### config.mk
export PLATFORM = sky130hd
export DESIGN_NAME = psyn_sincos
export DESIGN_NICKNAME = d
export VERILOG_FILES = /design/src/rtl/psyn_pkg.sv /design/src/rtl/psyn_square.sv /design/src/rtl/psyn_mcm.sv /design/src/rtl/psyn_factor.sv /design/src/rtl/psyn_negate.sv /design/src/rtl/psyn_sincos.sv
export SDC_FILE = /design/constraint.sdc
export NUM_CORES = 2
export LEC_CHECK = 0
export BUFFER_PORTS_ARGS = -buffer_cell sky130_fd_sc_hd__buf_2
export CORE_MARGIN = 5
export CORE_UTILIZATION = 30
export DETAILED_ROUTE_END_ITERATION = 8
export GPL_ROUTABILITY_DRIVEN = 0
export GPL_TIMING_DRIVEN = 0
export PLACE_DENSITY_LB_ADDON = 0.25
export SLEW_MARGIN = 20
export SYNTH_ARGS = -nofsm -noshare
export SYNTH_HDL_FRONTEND = slang
export SYNTH_SLANG_ARGS = --single-unit
### constraint.sdc
create_clock -name clk -period 26.5 [get_ports clk]
set_clock_uncertainty 0.1 [all_clocks]
set_input_delay 7.95 -clock clk [delete_from_list [all_inputs] [get_ports clk]]
set_output_delay 7.95 -clock clk [all_outputs]
set_load 0.02 [all_outputs]
### src/rtl/psyn_pkg.sv
package psyn_pkg;

  // Coefficient width (fractional bits) and the two parabolic coefficients
  localparam int CW = 7;
  localparam logic [CW-1:0] C1 = 7'b1001001;  // 73/128
  localparam logic [CW-1:0] C2 = 7'b0110100;  // 52/128

  typedef enum logic [1:0] {
    QD_FIRST  = 2'b00,
    QD_SECOND = 2'b01,
    QD_THIRD  = 2'b10,
    QD_FOURTH = 2'b11
  } quad_e;

endpackage

### src/rtl/psyn_square.sv
// Computes x - x^2 for x in [0,1] with FW fractional bits.
// The result has 2*FW fractional bits and never exceeds 0.25.
module psyn_square #(
  parameter int FW = 10
) (
  input  logic [FW:0]     x,
  output logic [2*FW-1:0] d
);
  localparam int SQW = 2*FW + 2;
  localparam int DW  = 2*FW;

  assign d = DW'((SQW'(x) << FW) - SQW'(x) * SQW'(x));
endmodule

### src/rtl/psyn_mcm.sv
// Constant multiply by shift-add: sums d shifted to each set coefficient bit.
module psyn_mcm #(
  parameter int DW = 20,
  parameter int CW = 7,
  parameter logic [CW-1:0] COEF = '0
) (
  input  logic [DW-1:0]    d,
  output logic [DW+CW-1:0] p
);
  localparam int PW = DW + CW;

  logic [PW-1:0] acc [CW+1];

  assign acc[0] = '0;

  for (genvar i = 0; i < CW; i++) begin : g_term
    if (COEF[i]) begin : g_add
      assign acc[i+1] = acc[i] + (PW'(d) << i);
    end else begin : g_pass
      assign acc[i+1] = acc[i];
    end
  end

  assign p = acc[CW];
endmodule

### src/rtl/psyn_factor.sv
// Forms the first factor lin + c1*(x - x^2) and multiplies it by the second
// factor. The product is rounded once, to OW fractional bits.
module psyn_factor #(
  parameter int FW = 10,
  parameter int CW = 7,
  parameter int OW = 12
) (
  input  logic [FW:0]          lin,
  input  logic [2*FW+CW-1:0]   t1,
  input  logic [2*FW+CW:0]     s2,
  output logic [OW:0]          mag
);
  localparam int TW = 2*FW + CW;
  localparam int SW = TW + 1;
  localparam int PW = 2*SW;
  localparam int SH = 2*TW - OW;
  localparam int MW = OW + 1;
  localparam logic [PW-1:0] RND = PW'(1) << (SH-1);

  logic [SW-1:0] s1;
  logic [PW-1:0] prod;

  assign s1   = (SW'(lin) << (FW + CW)) + SW'(t1);
  assign prod = PW'(s1) * PW'(s2);
  assign mag  = MW'((prod + RND) >> SH);
endmodule

### src/rtl/psyn_negate.sv
// Conditional two's-complement: an XOR row feeding a half-adder carry chain
// whose carry-in is the enable.
module psyn_negate #(
  parameter int W = 14
) (
  input  logic [W-1:0] a,
  input  logic         en,
  output logic [W-1:0] y
);
  logic [W-1:0] inv;
  logic [W-1:0] cy;

  assign cy[0] = en;

  for (genvar i = 0; i < W; i++) begin : g_ha
    assign inv[i] = a[i] ^ en;
    assign y[i]   = inv[i] ^ cy[i];
    if (i < W-1) begin : g_carry
      assign cy[i+1] = inv[i] & cy[i];
    end
  end
endmodule

### src/rtl/psyn_sincos.sv
module psyn_sincos
  import psyn_pkg::*;
#(
  parameter int FW = 10,
  parameter int OW = 12
) (
  input  logic          clk,
  input  logic          rst,
  input  logic [FW+1:0] angle_i,
  output logic [OW+1:0] sin_o,
  output logic [OW+1:0] nsin_o,
  output logic [OW+1:0] cos_o
);
  localparam int AW = FW + 2;
  localparam int XW = FW + 1;
  localparam int DW = 2*FW;
  localparam int TW = DW + CW;
  localparam int MW = OW + 1;
  localparam int RW = OW + 2;
  localparam logic [RW-1:0] ONE_W = RW'(1) << OW;
  localparam logic [RW-1:0] NEG_W = ~ONE_W + RW'(1);
  localparam logic [XW-1:0] UNIT  = XW'(1) << FW;

  logic [AW-1:0] angle_q;
  quad_e         quad;
  logic [FW-1:0] frac;
  logic          fold, neg_sin, neg_cos;
  logic [XW-1:0] xs, xc;
  logic [DW-1:0] d;
  logic [TW-1:0] t1, t2;
  logic [TW:0]   s2;
  logic [MW-1:0] mag_s, mag_c;
  logic [RW-1:0] sin_n, nsin_n, cos_n;

  assign quad = quad_e'(angle_q[AW-1:FW]);
  assign frac = angle_q[FW-1:0];

  // Fold into the first quarter: sine takes the complement in quarters 2 and 4
  assign fold    = (quad == QD_SECOND) || (quad == QD_FOURTH);
  assign xs      = fold ? (UNIT - XW'(frac)) : XW'(frac);
  assign xc      = UNIT - xs;
  assign neg_sin = (quad == QD_THIRD) || (quad == QD_FOURTH);
  assign neg_cos = (quad == QD_SECOND) || (quad == QD_THIRD);

  // x - x^2 is symmetric about 0.5, so one squarer serves both paths
  psyn_square #(.FW(FW)) u_sq (.x(xs), .d(d));

  psyn_mcm #(.DW(DW), .CW(CW), .COEF(C1)) u_c1 (.d(d), .p(t1));
  psyn_mcm #(.DW(DW), .CW(CW), .COEF(C2)) u_c2 (.d(d), .p(t2));

  // Second factor: integer one wired above a fraction that stays below one
  assign s2 = {1'b1, t2};

  psyn_factor #(.FW(FW), .CW(CW), .OW(OW)) u_fs (
    .lin(xs), .t1(t1), .s2(s2), .mag(mag_s));
  psyn_factor #(.FW(FW), .CW(CW), .OW(OW)) u_fc (
    .lin(xc), .t1(t1), .s2(s2), .mag(mag_c));

  psyn_negate #(.W(RW)) u_ns (.a({1'b0, mag_s}), .en(neg_sin),  .y(sin_n));
  psyn_negate #(.W(RW)) u_nn (.a({1'b0, mag_s}), .en(!neg_sin), .y(nsin_n));
  psyn_negate #(.W(RW)) u_nc (.a({1'b0, mag_c}), .en(neg_cos),  .y(cos_n));

  always_ff @(posedge clk) begin
    if (rst) begin
      angle_q <= '0;
      sin_o   <= '0;
      nsin_o  <= '0;
      cos_o   <= '0;
    end else begin
      angle_q <= angle_i;
      sin_o   <= sin_n;
      nsin_o  <= nsin_n;
      cos_o   <= cos_n;
    end
  end


  neg_pair_chk: assert property (@(posedge clk) disable iff (rst)
    (sin_o + nsin_o) == '0);


  mag_limit_chk: assert property (@(posedge clk) disable iff (rst)
    ($signed(sin_o) <= $signed(ONE_W)) && ($signed(sin_o) >= $signed(NEG_W)) &&
    ($signed(cos_o) <= $signed(ONE_W)) && ($signed(cos_o) >= $signed(NEG_W)));


  sin_sign_chk: assert property (@(posedge clk) disable iff (rst)
    (!$past(rst) && sin_o != '0) |-> (sin_o[RW-1] == $past(angle_q[AW-1])));


  cos_sign_chk: assert property (@(posedge clk) disable iff (rst)
    (!$past(rst) && cos_o != '0) |->
      (cos_o[RW-1] == ($past(angle_q[AW-1]) ^ $past(angle_q[AW-2]))));


  edge_sin_chk: assert property (@(posedge clk) disable iff (rst)
    (!$past(rst) && $past(angle_q[FW-1:0]) == '0) |->
      (sin_o == ($past(angle_q[FW]) ? ($past(angle_q[AW-1]) ? NEG_W : ONE_W) : '0)));


  edge_cos_chk: assert property (@(posedge clk) disable iff (rst)
    (!$past(rst) && $past(angle_q[FW-1:0]) == '0) |->
      (cos_o == ($past(angle_q[FW]) ? '0 : ($past(angle_q[AW-1]) ? NEG_W : ONE_W))));

endmodule

; ---- After elaboration in Yosys (flattened, before gate mapping)
; Cells that the tools add are included.
[word_totals]
input_bits = 14
register_bits = 54
[op_classes]
n_eq_ne = 3
n_mul = 3
bitwise_logic = 120
n_reduce_logical = 4
add_sub_neg = 11
n_mux = 1
[op_table]
columns = cell, count
row1 = "55-bit by 42-bit adder with 55-bit output, second input constant", 2
row2 = 28-bit by 28-bit multiplier with 55-bit output, 2
row3 = 1-bit XOR, 81
row4 = 28-bit by 27-bit adder with 28-bit output, 2
row5 = 1-bit AND, 39
row6 = 24-bit by 26-bit adder with 27-bit output, 1
row7 = 25-bit by 25-bit adder with 26-bit output, 1
row8 = 22-bit by 24-bit adder with 25-bit output, 1
row9 = 20-bit by 23-bit adder with 24-bit output, 1
row10 = 11-bit by 11-bit multiplier with 20-bit output, 1
row11 = 20-bit subtractor, 1
row12 = 11-bit 2-to-1 mux, 1
row13 = "11-bit by 10-bit subtractor with 11-bit output, first input constant", 1
row14 = "11-bit subtractor, first input constant", 1
row15 = "2-bit equality test, second input constant", 2
row16 = 1-bit logical OR, 3
row17 = "2-bit by 1-bit equality test with 1-bit output, second input constant", 1
row18 = 1-bit zero test, 1

; ---- Depth between registers and ports, before layout
[depth]
depth_word = 25
depth_mapped = 88
depth_no_buf = 86

; ---- Modules after synthesis
; A second synthesis with hierarchy kept.
[unflattened]
cells_unflattened = 6703
area_unflattened_um2 = 60071.4
[by_module_without_submodules]
columns = mod, cells_per_inst, instances, area_each_um2
row1 = psyn_factor at u_fc, 2840, 1, 25411.9
row2 = psyn_factor at u_fs, 2820, 1, 25201.7
row3 = psyn_square, 436, 1, 3639.7
row4 = psyn_sincos, 191, 1, 1998.2
row5 = psyn_mcm at u_c1, 166, 1, 1435.1
row6 = psyn_mcm at u_c2, 160, 1, 1405.1
row7 = psyn_negate, 30, 3, 326.6

; ---- Worst setup path before layout
; No wires, ideal clock.
[synth_timing]
kind = reg2reg
startpoint = register angle_q[0]
endpoint = register cos_o[12]
arrival_ns = 19.785
setup_slack_ns = 6.488
required_time_ns = 26.272
synth_period_minus_slack_ns = 20.012
path_stages_with_launch = 82
cell_sequence = dfxtp_1 -> clkbuf_1 -> clkinv_1 -> clkbuf_1 -> ha_1 -> nand2b_1 -> nor3_1 -> nor2_1 -> xor2_1 -> clkbuf_1 -> nand2_1 -> fa_1 -> fa_1 -> fa_1 -> fa_1 -> inv_1 -> fa_1 -> inv_1 -> (+46 left out) -> a221o_1 -> a2111oi_0 -> nor2_1 -> xnor2_1 -> ha_1 -> ha_1 -> ha_1 -> ha_1 -> ha_1 -> ha_1 -> ha_1 -> ha_1 -> ha_1 -> ha_1 -> xor2_1 -> xnor2_1 -> xnor2_1 -> nor2_1
[synth_between]
elab_chain_len = 23
[synth_rtl]
columns = item, line_no
row1 = "start, declared", psyn_sincos.sv:24  ; logic [AW-1:0] angle_q;
row2 = "start signal, assigned", psyn_sincos.sv:70  ; angle_q <= angle_i;
row3 = 11-bit by 10-bit subtractor with 11-bit output, psyn_sincos.sv:40  ; assign xs = fold ? (UNIT - XW'(frac)) : XW'(frac);
row4 = 11-bit 2-to-1 mux *, psyn_sincos.sv:40
row5 = 11-bit by 11-bit multiplier with 20-bit output, psyn_square.sv:12  ; assign d = DW'((SQW'(x) << FW) - SQW'(x) * SQW'(x));
row6 = 20-bit subtractor, psyn_square.sv:12
row7 = 20-bit by 23-bit adder with 24-bit output, psyn_mcm.sv:18  ; assign acc[i+1] = acc[i] + (PW'(d) << i);
row8 = 24-bit by 26-bit adder with 27-bit output, psyn_mcm.sv:18
row9 = 28-bit by 27-bit adder with 28-bit output, psyn_factor.sv:23  ; assign s1 = (SW'(lin) << (FW + CW)) + SW'(t1);
row10 = 28-bit by 28-bit multiplier with 55-bit output *, psyn_factor.sv:24  ; assign prod = PW'(s1) * PW'(s2);
row11 = 55-bit by 42-bit adder with 55-bit output *, psyn_factor.sv:25  ; assign mag = MW'((prod + RND) >> SH);
row12 = 1-bit XOR, psyn_negate.sv:16  ; assign inv[i] = a[i] ^ en;
row13 = 1-bit AND (12 in a row), psyn_negate.sv:19  ; assign cy[i+1] = inv[i] & cy[i];
row14 = 1-bit XOR *, psyn_negate.sv:17  ; assign y[i] = inv[i] ^ cy[i];
row15 = "end signal, assigned", psyn_sincos.sv:73  ; cos_o <= cos_n;
row16 = "end, declared", psyn_sincos.sv:12  ; output logic [OW+1:0] cos_o
; Mark *: on every way between the ends. The rest lies on a longest branch, timed or not.
; A chain may end at the register's enable or synchronous reset.

; ---- Final worst setup path
; Ends and elaborated chain as after synthesis.

==> impl_metrics.yaml <==
synthesis:
  synth_xor_area_share_pct: 3.54
  synth_edf_count: 0
  syn_area_per_cell_um2: 8.97
  synth_seq_area_share_pct: 2.48
  synth.largest_area_cell: "fa_1"
  synth_flop_cell: "dfxtp_1"
  ys_types: 81
  synth_top_family_by_area: "adder cells"
  yosys_warnings: 0
  muxShareOfSynthArea_pct: 0.0488
  synth_compound_area_share_pct: 4.81
  syn_inst: 4862
  synth_top_area_share_pct: 46.6
  ys_top_cells_by_area: "fa_1, ha_1, inv_1, nand2_1, nor2_1"
  yosys.area_share.simple_pct: 12.0
  syn-cell-area_um2: 43600
  synthArstFlopShare_pct: 0
  synthAdderAreaFrac_pct: 64.5
  synth.most_common_cell: "inv_1"
  ys_ff_latch: 54
  synth_common_cells: "inv_1, fa_1, ha_1, nand2_1, nor2_1"
clock_network:
  post_cts_resized: 0
  cts-buffers-inserted: 5
  clkLatencyLatePin_ns: 0.31
  clkSinkCount: 54
  clkSlewWorstSetupHoldPaths_ns: 0.07
  post-cts-setup-buffers: 0
  tritoncts: "done"
  root_buffer: "clkbuf_16"
  h-tree-depth: 2
  cts_buffer_depth: 2
  cts_hold_buf: 0
critical_path:
  critPathRequiredTime_ns: 26.57
  critPathBufInv: 17
  cp.arrival_ns: 25.23
  slowest_stage: "dfxtp_1"
  cpMostUsedCell: "ha_1"
  slowest_delay_ns: 0.96
  crit_type: "reg -> reg"
  crit_path_max_fanout: 18
  cp-start-kind: "flip-flop"
  critical-path-top-delay-family: "adder cells"
  endpoint_kind: "flip-flop"
cells_and_area:
  nets: 6608
  seqCellArea_um2: 1080
  multi_input_area_um2: 37300
  fill_cells: 15500
  area_growth_pct: 7.82
  drive_gt1_share_pct: 3.55
  design_area_um2: 47000
sta:
  relSlewSlack_pct: 12.9
  setup_ws_ns: 1.34
  setup_viol: 0
  clock.fmax_ghz: 0.0397
  timing.final.hold_violations: 0
  rsz0062_at_grt: "false"
  setup_tns_ns: 0
  fin_crit_ns: 25.16
  drv_slew: 0
  tightest_slew_ns: 1.31
  post-route-period-util_pct: 94.9
floorplan:
  fp-row-count: 140
  io_pins: 56
  die-area_um2: 153000
  die_w_um: 391
  initial_core_util_pct: 30.1
  die_y_um: 391
  coreArea_um2: 145000
global_route:
  grt_first_pass_wirelength_mm: 213
  overflow: 0
  grt_pass1_vias: 34600
  grt_usage_pct: 18.7
  grt_max_degree: 19
  antenna_found_initial: 2
drt:
  totalWireLength_mm: 141
  wl_per_cell_um: 20.5
  drc_errors: 0
  drt-initial-drc-count: 2012
  vias: 32400
  ant_nets: 0
  viasPerCell: 4.71
  first_pass_iters: 6
run_status:
  run_status: "finished, final reports clean"
placed_design:
  preCtsSetupSlack_ns: 0.654
  hpwl_mm: 124
  portBuffers: 55
  dpl_cell_area_um2: 46800
flow_run:
  timing.max_cap.violations: 0
min_path:
  worstHoldPathType: "reg -> reg"
## worst paths after layout
path | start | slack [ns] | endpoint | depth (start not counted)
worst max-delay path | angle_q[0] | 1.34 | cos_o[12] | 86
worst min-delay path | angle_q[11] | 1.20 | cos_o[12] | 6
worst max register to register | angle_q[0] | 1.34 | cos_o[12] | 86
worst min register to register | angle_q[11] | 1.20 | cos_o[12] | 6
## cells in the final DEF (no fill, tap or decap), drive strengths merged, types with 4 or more instances in the layout
cell type / netlist / layout
a21boi: 7 / 7
dfxtp: 54 / 54
ha: 622 / 622
a21o: 47 / 47
o21bai: 19 / 19
a21oi: 89 / 89
and2: 36 / 36
and3: 16 / 16
a31o: 4 / 4
xor2: 57 / 57
o21ai: 56 / 56
nor3b: 6 / 6
nand2: 523 / 523
o21a: 17 / 17
xnor2: 115 / 115
o31ai: 4 / 4
nor4: 5 / 5
clkbuf: 132 / 138
or2: 12 / 12
o211ai: 10 / 10
nand2b: 21 / 21
nor2: 424 / 424
o2111ai: 4 / 4
conb: 2 / 8
inv: 1297 / 1298
a211oi: 10 / 10
a2111oi: 5 / 5
buf: 16 / 97
nor2b: 72 / 72
nand3: 29 / 29
fa: 1016 / 1016
clkinv: 14 / 13
a221o: 4 / 4
nand4: 7 / 7
and4: 7 / 7
a31oi: 6 / 6
nor3: 41 / 41
or3: 13 / 13
## flip-flops by register name, summed over array words and instances, names as in the netlist
name and cells:
angle_q 12, sin_o 14, cos_o 14, nsin_o 14
## kinds of logic after synthesis
| family | Yosys count |
|---|---|
| compound gates | 313 |
| fa+ha+maj | 1638 |
| xor+xnor | 173 |
| flops | 54 |
| simple gates | 1221 |
| other cells | 2 |
| mux | 2 |
| buf+inv | 1459 |
## worst reg2reg max path: cells and delay by family (launching register included)
| kind | cells | cell delay (ns) |
|---|---|---|
| buffers and inverters | 17 | 4.19 |
| XOR/XNOR | 7 | 2.22 |
| flip-flops | 1 | 0.96 |
| AND/OR/NAND/NOR | 8 | 1.68 |
| adder cells (fa/ha/maj) | 31 | 11.04 |
| AO/OA/AOI/OAI | 23 | 4.84 |
## routing by layer
layer | up-vias | global-route usage [%] | routed length, µm | part of all wire (%)
met1 | 16600 | 25.2 | 60700 | 43
met2 | 1040 | 30.3 | 63800 | 45
met3 | 235 | 3.17 | 10300 | 7.3
met5 | - | 0 | 13 | 0.0092
li1 | 14600 | - | - | -
met4 | 2 | 6.60 | 6170 | 4.4
## layout make-up
| class | instances | share of cell area, % |
|---|---|---|
| timing repair buffer | 81 | 1.18 |
| multi-input combinational | 3355 | 79.4 |
| clock inverter | 2 | 0.0346 |
| buffer | 148 | 1.22 |
| inverter | 1311 | 10.5 |
| tap | 1917 | 5.10 |
| sequential | 54 | 2.30 |
| clock buffer | 6 | 0.295 |
| antenna | 1 | 0.00532 |
## stage by stage
stage | hold slack, ns | utilization (%) | instances
2_1_floorplan | 0.884 | - | 4868
3_3_place_gp | 1.22 | 31.9 | 6840
3_5_place_dp | 1.21 | 32.3 | 6866
4_1_cts | 1.25 | 32.4 | 6874
5_1_grt | 1.35 | 32.4 | 6874
6_report | 1.20 | 32.4 | 6875
Power is not shown: default switching activity piles up to over one toggle a cycle in this logic, so the estimate is an artifact.
